### config.mk
export PLATFORM = sky130hd
export DESIGN_NAME = tickgen_top
export DESIGN_NICKNAME = d
export VERILOG_FILES = /design/src/rtl/tickgen_pkg.sv /design/src/rtl/tickgen_cal_reg.sv /design/src/rtl/tickgen_frac_acc.sv /design/src/rtl/tickgen_counter.sv /design/src/rtl/tickgen_top.sv
export SDC_FILE = /design/constraint.sdc
export NUM_CORES = 1
export LEC_CHECK = 0
export ABC_AREA = 1
export BUFFER_PORTS_ARGS = -buffer_cell sky130_fd_sc_hd__buf_4
export CAP_MARGIN = 10
export CORE_ASPECT_RATIO = 0.6
export CORE_MARGIN = 2
export CORE_UTILIZATION = 30
export CTS_CLUSTER_SIZE = 14
export DETAILED_ROUTE_END_ITERATION = 7
export GPL_TIMING_DRIVEN = 0
export PLACE_DENSITY = 0.61
export SYNTH_ARGS = -nofsm -noshare
export SYNTH_HDL_FRONTEND = slang
export SYNTH_SLANG_ARGS = --single-unit
### constraint.sdc
create_clock -name clk -period 2.05 [get_ports clk]
set_input_delay 0.615 -clock clk [delete_from_list [all_inputs] [get_ports clk]]
set_output_delay 0.615 -clock clk [all_outputs]
set_load 0.01 [all_outputs]
### src/rtl/tickgen_pkg.sv
package tickgen_pkg;
  localparam int CNT_W_DEF  = 16;
  localparam int FRAC_W_DEF = 4;
  localparam int WR_W_DEF   = 32;
  // integer 0x8233, fraction 9, correction on
  localparam logic [20:0] CAL_RESET = 21'h198233;
endpackage

### src/rtl/tickgen_cal_reg.sv
module tickgen_cal_reg #(
  parameter int CNT_W  = 16,
  parameter int FRAC_W = 4,
  parameter int WR_W   = 32,
  localparam int CAL_W = CNT_W + FRAC_W + 1,
  parameter logic [CAL_W-1:0] DEF_CAL = '0
) (
  input  logic              clk,
  input  logic              rst_n,
  input  logic              we,
  input  logic [WR_W-1:0]   wdata,
  output logic [CNT_W-1:0]  limit,
  output logic [FRAC_W-1:0] frac,
  output logic              frac_en
);
  logic [CAL_W-1:0] word_q;
  logic unused_hi;

  generate
    if (WR_W > CAL_W) begin : g_hi
      assign unused_hi = ^wdata[WR_W-1:CAL_W];
    end else begin : g_nohi
      assign unused_hi = 1'b0;
    end
  endgenerate

  always_ff @(posedge clk or negedge rst_n) begin
    if (!rst_n)  word_q <= DEF_CAL;
    else if (we) word_q <= wdata[CAL_W-1:0];
  end

  assign limit   = word_q[CNT_W-1:0];
  assign frac    = word_q[CNT_W +: FRAC_W];
  assign frac_en = word_q[CAL_W-1];
endmodule

### src/rtl/tickgen_frac_acc.sv
module tickgen_frac_acc #(
  parameter int FRAC_W = 4
) (
  input  logic              clk,
  input  logic              rst_n,
  input  logic              clr,
  input  logic              en_frac,
  input  logic [FRAC_W-1:0] frac,
  input  logic              sec_end,
  input  logic              consume,
  output logic              stretch
);
  logic [FRAC_W-1:0] acc_q;
  logic              stretch_q;
  logic [FRAC_W:0]   sum;

  assign sum = {1'b0, acc_q} + {1'b0, frac};

  always_ff @(posedge clk or negedge rst_n) begin
    if (!rst_n) begin
      acc_q     <= '0;
      stretch_q <= 1'b0;
    end else if (clr) begin
      acc_q     <= '0;
      stretch_q <= 1'b0;
    end else if (sec_end) begin
      if (en_frac) begin
        acc_q     <= sum[FRAC_W-1:0];
        stretch_q <= sum[FRAC_W];
      end else begin
        stretch_q <= 1'b0;
      end
    end else if (consume) begin
      stretch_q <= 1'b0;
    end
  end

  assign stretch = stretch_q;

  AST_ACC_STABLE: assert property (@(posedge clk) disable iff (!rst_n)
    !(sec_end || clr) |=> $stable(acc_q));
  AST_NO_STRETCH_OFF: assert property (@(posedge clk) disable iff (!rst_n)
    (sec_end && !en_frac && !clr) |=> !stretch_q);
  AST_CLR_FLUSH: assert property (@(posedge clk) disable iff (!rst_n)
    clr |=> (acc_q == '0 && !stretch_q));
endmodule

### src/rtl/tickgen_counter.sv
module tickgen_counter #(
  parameter int CNT_W = 16
) (
  input  logic             clk,
  input  logic             rst_n,
  input  logic             tick_en,
  input  logic             clr,
  input  logic [CNT_W-1:0] limit,
  input  logic             stretch,
  output logic [CNT_W-1:0] cnt,
  output logic             wrap,
  output logic             consume
);
  logic [CNT_W-1:0] cnt_q;
  logic [CNT_W-1:0] nxt;
  logic             hit;

  assign nxt     = cnt_q + {{(CNT_W-1){1'b0}}, 1'b1};
  assign hit     = tick_en && (nxt == limit);
  assign wrap    = hit && !stretch;
  assign consume = hit && stretch;

  always_ff @(posedge clk or negedge rst_n) begin
    if (!rst_n)       cnt_q <= '0;
    else if (clr)     cnt_q <= '0;
    else if (wrap)    cnt_q <= '0;
    else if (consume) cnt_q <= cnt_q;
    else if (tick_en) cnt_q <= nxt;
  end

  assign cnt = cnt_q;

  AST_HOLD_IDLE: assert property (@(posedge clk) disable iff (!rst_n)
    (!tick_en && !clr) |=> $stable(cnt_q));
  AST_CNT_BELOW: assert property (@(posedge clk) disable iff (!rst_n)
    (limit != '0) |-> (cnt_q < limit));
endmodule

### src/rtl/tickgen_top.sv
module tickgen_top #(
  parameter int CNT_W  = tickgen_pkg::CNT_W_DEF,
  parameter int FRAC_W = tickgen_pkg::FRAC_W_DEF,
  parameter int WR_W   = tickgen_pkg::WR_W_DEF,
  localparam int CAL_W = CNT_W + FRAC_W + 1,
  parameter logic [CAL_W-1:0] DEF_CAL = CAL_W'(tickgen_pkg::CAL_RESET)
) (
  input  logic             clk,
  input  logic             rst_n,
  input  logic             osc_tick,
  input  logic             cal_we,
  input  logic [WR_W-1:0]  cal_wdata,
  output logic             sec_pulse,
  output logic [CNT_W-1:0] tick_count
);
  logic [CNT_W-1:0]  limit;
  logic [FRAC_W-1:0] frac;
  logic              frac_en;
  logic              tick_en;
  logic              stretch;
  logic              wrap;
  logic              consume;
  logic              pulse_q;

  // a write takes priority over a coincident tick
  assign tick_en = osc_tick && !cal_we;

  tickgen_cal_reg #(
    .CNT_W(CNT_W), .FRAC_W(FRAC_W), .WR_W(WR_W), .DEF_CAL(DEF_CAL)
  ) u_cal (
    .clk(clk), .rst_n(rst_n), .we(cal_we), .wdata(cal_wdata),
    .limit(limit), .frac(frac), .frac_en(frac_en)
  );

  tickgen_counter #(.CNT_W(CNT_W)) u_cnt (
    .clk(clk), .rst_n(rst_n), .tick_en(tick_en), .clr(cal_we),
    .limit(limit), .stretch(stretch),
    .cnt(tick_count), .wrap(wrap), .consume(consume)
  );

  tickgen_frac_acc #(.FRAC_W(FRAC_W)) u_frac (
    .clk(clk), .rst_n(rst_n), .clr(cal_we), .en_frac(frac_en),
    .frac(frac), .sec_end(wrap), .consume(consume), .stretch(stretch)
  );

  always_ff @(posedge clk or negedge rst_n) begin
    if (!rst_n) pulse_q <= 1'b0;
    else        pulse_q <= wrap;
  end

  assign sec_pulse = pulse_q;

  AST_PULSE_NEEDS_TICK: assert property (@(posedge clk) disable iff (!rst_n)
    sec_pulse |-> $past(osc_tick && !cal_we));
  AST_PULSE_AT_ZERO: assert property (@(posedge clk) disable iff (!rst_n)
    sec_pulse |-> (tick_count == '0));
  AST_WRITE_CLEARS: assert property (@(posedge clk) disable iff (!rst_n)
    cal_we |=> (tick_count == '0 && !sec_pulse));
endmodule

==> flow_metrics.env, run 1 <==
export IMPL_synth_top_area_cell="dfrtp_1"
export IMPL_nets=517
export IMPL_dieArea_mm2=0.00989
export IMPL_grt_total_usage_pct=18.1
export IMPL_p_switching_w=0.000611
export IMPL_p_leak_nw=1.82
export IMPL_crit_buf_inv=2
export IMPL_clockRootBuffer="clkbuf_16"
export IMPL_setup_violations=22
export IMPL_h_tree_depth=2
export IMPL_cts_hold_fix_buffers=0
export IMPL_max_stage_delay_ns=0.40
export IMPL_clk_latency_ns=0.30
export IMPL_synth_top_area_share_pct=31.2
export IMPL_ys_flop_type="dfrtp_1"
export IMPL_ctsLongestPathBuffers=2
export IMPL_reg2reg_setup_slack_ns=-0.21
export IMPL_comb_power_share_pct=18.0
export IMPL_crit_type="register to register"
export IMPL_avgSynthCellArea_um2=6.71
export IMPL_grt_max_degree=44
export IMPL_wl_mm=8.69
export IMPL_area_growth_pct=42.9
export IMPL_viasPerCell=4.84
export IMPL_peakVddDrop_mv=0.282
export IMPL_setup_ws_ns=-0.210
export IMPL_worstSetupStartpointType="register"
export IMPL_synth_top_family_by_area="simple AND/OR/NAND/NOR gates"
export IMPL_p_int_w=0.00159
export IMPL_grt_met2_usage_pct=23.8
export IMPL_drv_cap=0
export IMPL_grt_pass1_vias=2731
export IMPL_synth_net_count=448
export IMPL_finalCritPeriodShare_pct=110
export IMPL_drive_gt1_share_pct=37.2
export IMPL_crit_required_ns=2.23
export IMPL_power_w=0.00220
export IMPL_busiest_layer="met1"
export IMPL_cp_max_fo=6
export IMPL_cts_tree="built"
export IMPL_final_util_pct=45.0
export IMPL_ys_async_sr_fraction_pct=100
export IMPL_row_count=26
export IMPL_drc=0
export IMPL_dp_slack_ns=-0.413
export IMPL_io_buffers=40
export IMPL_synth_edf_count=0
export IMPL_wl_per_cell_um=14.8
export IMPL_cp_depth=16
export IMPL_synthMuxAreaShare_pct=0
export IMPL_grt_use_met1_pct=27.6
export IMPL_cts_buffers=5
export IMPL_report_final_slew_viol_count=0
export IMPL_grtUsageMet3_pct=4.62
export IMPL_core_area_mm2=0.00865
export IMPL_r2r_start="u_cnt.cnt[1]"
export IMPL_syn_area_mm2=0.00273
export IMPL_ys_warn_count=0
export IMPL_path_clk_slew_ns=0.06
export IMPL_die_w_um=127
export IMPL_worst_ep_arrival_time_ns=2.44
export IMPL_yosys_area_share_simple_pct=39.9
export IMPL_finalHoldViolCount=0
export IMPL_ys_ff_latch=43
export IMPL_violations="setup timing"
export IMPL_synth_fa_ha_area_share_pct=3.03
export IMPL_drtIter0Drc=190
export IMPL_seq_power_share_pct=43.0
export IMPL_synth_compound_area_share_pct=7.99
export IMPL_antenna_diode_count=0
export IMPL_dp_hpwl_mm=5.90
export IMPL_p_per_area_mw_per_mm2=566
export IMPL_drt_pass1_iterations=5
export IMPL_cp_top_family="simple AND/OR/NAND/NOR gates"
export IMPL_ios=53
export IMPL_worst_slew_pin_slew_ns=0.628
export IMPL_synth_xor_area_share_pct=0.643
export IMPL_post_route_min_period_ns=2.26
export IMPL_switching_share_pct=27.7
export IMPL_cts_sinks=43
export IMPL_slowest_stage="dfrtp_2"
export IMPL_status="complete, but fails checks"
export IMPL_worstPathCellList="ha_4 -> nand2_4 -> nor2_4 -> nand4_1 -> buf_4 -> nand2_2 -> nand2_2 -> nand2_4 -> nor2_4 -> nand2_2 -> nor2_1 -> nand3_1 -> nand2_4 -> buf_6 -> nand2_1 -> o21ai_2"
export IMPL_synth_seq_area_share_pct=39.9
export IMPL_hold_path_class="input pin to asynchronous set/reset pin"
export IMPL_rr_endpoint="u_cnt.cnt[0]"
export IMPL_clkPwrFrac_pct=39.0
export IMPL_synthTopCellsByArea="dfrtp_1 31%, nand2_1 21%, dfstp_2 8.7%"
export IMPL_grt_pass1_wl_mm=13.8
export IMPL_max_slew_margin_pct=58.2
export IMPL_endpoint_kind="register"
export IMPL_ys_types=26
export IMPL_fp_dieH_um=77.8
export IMPL_antenna_left=0
export IMPL_reg2regPathDepth=16
export IMPL_max_freq_mhz=442
export IMPL_whs_ns=0.313
export IMPL_fin_skew_ns=0.00380
export IMPL_gp_congestion=0.933
export IMPL_synthCells=406
export IMPL_gr_total_overflow=0
export IMPL_grt_antenna_before_repair=0
export IMPL_vias=2847
export IMPL_initial_core_util_pct=31.5
export IMPL_rsz0062_at_grt="true"
## logic make-up (layout without fill, tap and decap cells)
family	Yosys count	in the layout
buffers and inverters	58	128
AND/OR/NAND/NOR	255	255
XOR/XNOR	2	2
flip-flops	43	43
AO/OA/AOI/OAI	42	42
adder cells (fa/ha/maj)	6	6
## power by group through the flow
stage,Clock [W],Sequential [W],Combinational [W]
final,0.000860,0.000947,0.000396
after global routing,0.000924,0.000953,0.000442
after CTS,0.000883,0.000943,0.000343
after detailed placement,0,0.000961,0.000280
after global placement,0,0.000961,0.000275
after floorplan,0,0.000953,0.000161
## sequential cells by signal, summed over array words and instances (netlist names)
signal	flops
u_cnt.cnt	16
sec_pulse	1
u_cal.word_q	21
u_frac.stretch	1
u_frac.acc_q	4
## metal layers
layer,routed length (um),vias to the layer above
met4,148,0
met5,0,-
met2,3550,82
li1,-,1421
met3,548,11
met1,4440,1333
## cell usage after synthesis (2+ instances only)
library cell and count:
o21ai_0 15, nand4_1 10, nor2_4 3, inv_1 47
nor2_1 38, o21ai_1 17, buf_4 2, o21bai_1 3
nor2_2 2, ha_1 5, nor3_1 4, nand3_1 39
a21oi_1 7, clkbuf_1 6, nand2_2 4, dfrtp_1 34
dfstp_2 9, nand2_1 152, xor2_1 2
## area by class of cell
class / instances / area (um2)
Buffer: 11 / 80.1
Clock buffer: 8 / 156
Fill cell: 890 / 4760
Inverter: 47 / 179
Multi-Input combinational cell: 305 / 1730
Sequential cell: 43 / 1100
Tap cell: 112 / 140
Timing Repair Buffer: 62 / 513
## timing repair
item | 4_1_cts | 5_1_grt
pin swaps | 9 | 32
setup buffers | 14 | 6
gates cloned | 2 | 0
endpoints found under the setup margin | 21 | 22
resized for setup | 43 | 68
## through the flow
step | area (um2) | cells | setup TNS, ns
after detailed placement | 3170 | 558 | -7.59
after global placement | 3170 | 558 | -7.41
after global routing | 3890 | 588 | -7.00
final | 3890 | 588 | -3.61
after floorplan | 2730 | 406 | 0
after CTS | 3600 | 582 | -1.67
## placed cells by master (no fill, tap or decap), drive strengths merged
master  instances
o21bai          3
dfstp           9
clkbuf         14
fa              1
ha              5
a21oi           7
inv            47
dfrtp          34
nand3b          1
o21ai          32
or2             1
nor3            4
nand2         156
nand3          40
nor2           43
buf            67
nand4          10
xor2            2
## worst max-delay path by stage
stage	slack (ns)	end	from
CTS	-0.10	u_cnt.cnt[7]	u_cnt.cnt[0]
detailed placement	-0.41	u_cnt.cnt[7]	u_cnt.cnt[0]
global route	-0.35	u_cnt.cnt[0]	u_cnt.cnt[1]
global placement	-0.41	u_cnt.cnt[14]	u_cnt.cnt[0]
finish	-0.21	u_cnt.cnt[0]	u_cnt.cnt[1]
floorplan	0.01	u_cnt.cnt[10]	u_cnt.cnt[0]
Power figures use the tool's default switching activity.
==> run 2: changes to the inputs <==
--- a/config.mk
+++ b/config.mk
@@ -14,7 +14,8 @@
 export CTS_CLUSTER_SIZE = 14
 export DETAILED_ROUTE_END_ITERATION = 7
 export GPL_TIMING_DRIVEN = 0
-export PLACE_DENSITY = 0.61
+export PLACE_DENSITY = 0.6
+export REMOVE_ABC_BUFFERS = 1
 export SYNTH_ARGS = -nofsm -noshare
 export SYNTH_HDL_FRONTEND = slang
 export SYNTH_SLANG_ARGS = --single-unit
==> constraint.sdc (replaced) <==
create_clock -name clk -period 2.8 [get_ports clk]
set_input_delay 0.14 -clock clk [delete_from_list [all_inputs] [get_ports clk]]
set_output_delay 0.14 -clock clk [all_outputs]
set_load 0.01 [all_outputs]
==> run 2 against run 1 <==
Net effect:
- power is 32% lower
- non-clock buffer count shrank 31
- combinational power fell by 52%
- setup slack gained 0.53 ns
- clock-buffer cell count did not move
- final cell count down 5.3%
- the flow now finishes without violations
- sequential cell count stayed put
- largest cell class unchanged
- register-to-register slack gained 0.53 ns
==> flow_metrics.env, run 2 (synthesis results as in run 1) <==
export IMPL_area_growth_pct=20.9
export IMPL_dp_hpwl_mm=5.05
export IMPL_setup_ws_ns=0.320
export IMPL_wl_per_cell_um=12.4
export IMPL_ios=53
export IMPL_finalCritPeriodShare_pct=88.6
export IMPL_grt_antenna_before_repair=0
export IMPL_reg2reg_setup_slack_ns=0.32
export IMPL_cts_buffers=5
export IMPL_vias=2575
export IMPL_finalHoldViolCount=0
export IMPL_p_leak_nw=1.62
export IMPL_drtIter0Drc=152
export IMPL_drt_pass1_iterations=4
export IMPL_drv_cap=0
export IMPL_finalSetupTns_ns=0
export IMPL_worstSetupStartpointType="register"
export IMPL_grt_pass1_wl_mm=11.8
export IMPL_path_clk_slew_ns=0.06
export IMPL_top_register="u_cal.word_q"
export IMPL_gp_congestion=0.853
export IMPL_nets=486
export IMPL_drc=0
export IMPL_viasPerCell=4.62
export IMPL_rsz0062_at_grt="false"
export IMPL_cp_max_fo=17
export IMPL_clockRootBuffer="clkbuf_16"
export IMPL_ctsLongestPathBuffers=2
export IMPL_antenna_diode_count=0
export IMPL_post_route_min_period_ns=2.48
export IMPL_dieArea_mm2=0.00989
export IMPL_max_freq_mhz=403
export IMPL_die_w_um=127
export IMPL_fp_dieH_um=77.8
export IMPL_gr_total_overflow=0
export IMPL_grt_pass1_vias=2391
export IMPL_cts_tree="built"
export IMPL_status="finished clean"
export IMPL_worst_ep_arrival_time_ns=2.70
export IMPL_drive_gt1_share_pct=15.7
export IMPL_peakVddDrop_mv=0.196
export IMPL_p_per_area_mw_per_mm2=457
export IMPL_clk_latency_ns=0.29
export IMPL_max_slew_margin_pct=62.4
export IMPL_largest_reg_flops=21
export IMPL_grt_total_usage_pct=15.0
export IMPL_worst_slew_pin_slew_ns=0.563
export IMPL_crit_type="register to register"
export IMPL_setup_violations=0
export IMPL_io_buffers=41
export IMPL_fill_cells=942
export IMPL_post_cts_buffers=0
export IMPL_cts_sinks=43
export IMPL_core_area_mm2=0.00865
export IMPL_multi_input_area_mm2=0.00141
export IMPL_h_tree_depth=2
export IMPL_final_cell_mix="152 x nand2_1, 47 x inv_1, 41 x buf_4"
export IMPL_grt_max_degree=56
export IMPL_initial_core_util_pct=31.5
export IMPL_report_final_slew_viol_count=0
export IMPL_hold_path_class="input pin to register"
export IMPL_dp_slack_ns=0.155
export IMPL_fin_skew_ns=0.00596
export IMPL_wl_mm=6.93
export IMPL_seqCellArea_mm2=0.00109
export IMPL_final_common_cell="nand2_1"
export IMPL_crit_required_ns=3.02
export IMPL_antenna_left=0
export IMPL_endpoint_kind="register"
export IMPL_row_count=26
-- run 2: cell count changes in the layout (fill, tap and decap cells not counted), sizes merged --
| cell | delta |
|---|---|
| clkbuf | -6 |
| dlygate4sd3 | +1 |
| buf | -26 |
-- run 2: timing repair --
item	in CTS	in global routing
hold endpoints to repair	34	0
gates resized for setup	0	4
endpoints found under the setup margin	0	18
hold buffers	1	0
-- run 2: worst max-delay path: stages, from the launching register on --
cell     delay, ns
dfrtp_2       0.45
ha_1          0.23
nand3_1       0.20
nor2_1        0.21
nand4_1       0.17
nand3_1       0.13
nand2_1       0.07
nor2_1        0.12
nand3_1       0.10
nor2_2        0.18
nand2_4       0.20
nor2_1        0.21
nand2_1       0.08
nand2_1       0.07
-- run 2: final timing paths --
| path | endpoint | cells after the start | start |
|---|---|---|---|
| setup / recovery | u_frac.acc_q[0] | 13 | u_cnt.cnt[0] |
| hold / removal | u_cal.word_q[18] | 3 | cal_wdata[18] |
| setup reg to reg | u_frac.acc_q[0] | 13 | u_cnt.cnt[0] |
| hold reg to reg | u_cal.word_q[16] | 2 | u_cal.word_q[16] |
| max in group asynchronous | u_cnt.cnt[0] | 2 | rst_n |
| min in group asynchronous | u_cnt.cnt[12] | 2 | rst_n |
-- run 2: cell type report --
class | instances | share of cell area [%]
Timing Repair Buffer | 42 | 9.65
Multi-Input combinational cell | 305 | 42.9
Sequential cell | 43 | 33.1
Tap cell | 112 | 4.25
Clock buffer | 8 | 4.75
Inverter | 47 | 5.36
-- run 2: through the flow --
step	area, um2	total power [W]	instances	util [%]	hold slack, ns
3_3_place_gp	3120	0.000890	548	36.0	0.170
6_report	3290	0.00151	557	38.1	0.0552
2_1_floorplan	2670	0.000802	395	-	-0.156
3_5_place_dp	3120	0.000894	548	36.0	0.180
4_1_cts	3280	0.00153	557	37.9	0.0479
5_1_grt	3290	0.00159	557	38.1	0.0476
-- run 2: where the power goes --
group	total, W	internal, W	switching [W]
Clock	0.000622	0.000380	0.000242
Combinational	0.000191	0.0000737	0.000118
Sequential	0.000692	0.000664	0.0000285
Total	0.00151	0.00112	0.000388
-- run 2: routing by layer --
layer | vias to the layer above | wire [um] | global-route usage (%)
li1 | 1357 | - | -
met1 | 1157 | 3790 | 23.9
met2 | 56 | 2640 | 20.1
met3 | 5 | 455 | 3.72
met4 | 0 | 47 | 2.86
met5 | - | 0 | 0
==> run 3: changes to the inputs <==
==> constraint.sdc (replaced) <==
create_clock -name clk -period 3.1 [get_ports clk]
set_input_delay 0.155 -clock clk [delete_from_list [all_inputs] [get_ports clk]]
set_output_delay 0.155 -clock clk [all_outputs]
set_load 0.01 [all_outputs]
==> run 3 against run 2 <==
Net effect:
- routed wire length down 0.43%
- via count up 0.16%
- register-to-register slack better by 0.11 ns
- critical endpoint is now u_cnt.cnt[14]
- core utilization is 0.14 points lower
- power down 9.8%
- fmax fell by 7.1%
==> flow_metrics.env, run 3 (synthesis results as in run 1) <==
export IMPL_max_stage_delay_ns=0.50
export IMPL_worst_ep_arrival_time_ns=2.88
export IMPL_peakVddDrop_mv=0.176
export IMPL_fp_dieH_um=77.8
export IMPL_cts_buffers=5
export IMPL_rsz0062_at_grt="false"
export IMPL_wl_per_cell_um=12.4
export IMPL_crit_buf_inv=0
export IMPL_largest_reg_flops=21
export IMPL_area_growth_pct=20.4
export IMPL_finalInstanceArea_mm2=0.00328
export IMPL_drv_cap=0
export IMPL_fin_skew_ns=0.00590
export IMPL_row_count=26
export IMPL_gr_total_overflow=0
export IMPL_dieArea_mm2=0.00989
export IMPL_grt_total_usage_pct=15.0
export IMPL_clockRootBuffer="clkbuf_16"
export IMPL_grt_pass1_wl_mm=11.8
export IMPL_nets=486
export IMPL_grt_antenna_before_repair=0
export IMPL_final_common_cell="nand2_1"
export IMPL_vias=2579
export IMPL_max_slew_margin_pct=58.8
export IMPL_endpoint_kind="register"
export IMPL_slowest_stage="dfrtp_1"
export IMPL_p_per_area_mw_per_mm2=414
export IMPL_cts_tree="built"
export IMPL_grt_pass1_vias=2391
export IMPL_antenna_left=0
export IMPL_worstPathCellList="ha_1 -> nand3_1 -> nor2_1 -> nand4_1 -> nand3_1 -> nand2_1 -> nor2_1 -> nand2_1 -> nor2_1 -> nand3_1 -> nand2_2 -> nand2_1 -> o21ai_1"
export IMPL_drive_gt1_share_pct=15.3
export IMPL_drc=0
export IMPL_gp_congestion=0.853
export IMPL_wl_mm=6.90
export IMPL_h_tree_depth=2
export IMPL_initial_core_util_pct=31.5
export IMPL_antenna_diode_count=0
export IMPL_ctsLongestPathBuffers=2
export IMPL_path_clk_slew_ns=0.06
export IMPL_status="finished clean"
export IMPL_viasPerCell=4.63
export IMPL_crit_required_ns=3.31
export IMPL_die_w_um=127
export IMPL_dp_hpwl_mm=5.05
export IMPL_finalHoldViolCount=0
export IMPL_cp_max_fo=32
export IMPL_drt_pass1_iterations=4
export IMPL_core_area_mm2=0.00865
export IMPL_max_freq_mhz=375
export IMPL_worst_slew_pin_slew_ns=0.616
export IMPL_drtIter0Drc=165
export IMPL_ios=53
export IMPL_grt_max_degree=56
export IMPL_io_buffers=41
export IMPL_top_register="u_cal.word_q"
export IMPL_hold_path_class="input pin to register"
export IMPL_place_area_mm2=0.00312
export IMPL_cts_sinks=43
export IMPL_crit_type="register to register"
export IMPL_cp_top_family="simple AND/OR/NAND/NOR gates"
export IMPL_clk_latency_ns=0.29
export IMPL_finalCritPeriodShare_pct=86.1
export IMPL_final_cell_mix="152 x nand2_1, 47 x inv_1, 41 x buf_4"
export IMPL_cts_resized=0
export IMPL_finalSetupTns_ns=0
export IMPL_p_leak_nw=1.62
export IMPL_post_route_min_period_ns=2.67
export IMPL_setup_violations=0
export IMPL_report_final_slew_viol_count=0
export IMPL_worstSetupStartpointType="register"
run 3: worst reg2reg max path: cells and delay by family (launching register included):
kind,cells,cell delay (ns)
adders and majority gates,1,0.26
AOI/OAI and AO/OA,1,0.10
and+or+nand+nor,11,1.73
DFF,1,0.50
run 3: layer usage:
metal	track usage, %	routed length [um]
met5	0	0
met1	23.9	3880
met2	20.1	2580
met4	2.86	47
met3	3.72	383
run 3: cell type report:
| class | instances | area (um2) |
|---|---|---|
| fillers | 943 | 5370 |
| well taps | 112 | 140 |
| clock buffers | 8 | 156 |
| inverters | 47 | 176 |
| multi-input cells | 305 | 1400 |
| repair buffers | 42 | 318 |
| flip-flops and latches | 43 | 1090 |
run 3: report_power, final:
group | switching (W) | internal (W)
Clock | 0.000218 | 0.000343
Combinational | 0.000106 | 0.0000662
Sequential | 0.0000257 | 0.000599
Total | 0.000350 | 0.00101
run 3: worst paths after layout:
path,start,end,slack (ns),cells past startpoint
min in group asynchronous,rst_n,u_cnt.cnt[12],0.41,2
min reg2reg,u_cal.word_q[16],u_cal.word_q[16],0.47,2
max reg2reg,u_cnt.cnt[0],u_cnt.cnt[14],0.43,13
max in group asynchronous,rst_n,u_cal.word_q[1],2.29,2
min,cal_wdata[18],u_cal.word_q[18],0.07,3
max,u_cnt.cnt[0],u_cnt.cnt[14],0.43,13
run 3: repair_timing:
action | 4_1_cts | 5_1_grt
hold buffers | 1 | 0
endpoints found under the setup margin | 0 | 0
hold endpoints to repair | 34 | 0
setup buffers | 0 | 0
run 3: metrics by stage:
stage | std cells | hold slack, ns | utilization (%) | power (W) | worst slack, ns
after floorplan | 395 | -0.141 | - | 0.000725 | 0.933
after global placement | 548 | 0.185 | 36.0 | 0.000804 | 0.465
after detailed placement | 548 | 0.195 | 36.0 | 0.000807 | 0.455
after CTS | 557 | 0.0629 | 37.9 | 0.00138 | 0.430
after global routing | 557 | 0.0626 | 37.9 | 0.00143 | 0.114
final | 557 | 0.0689 | 37.9 | 0.00136 | 0.431
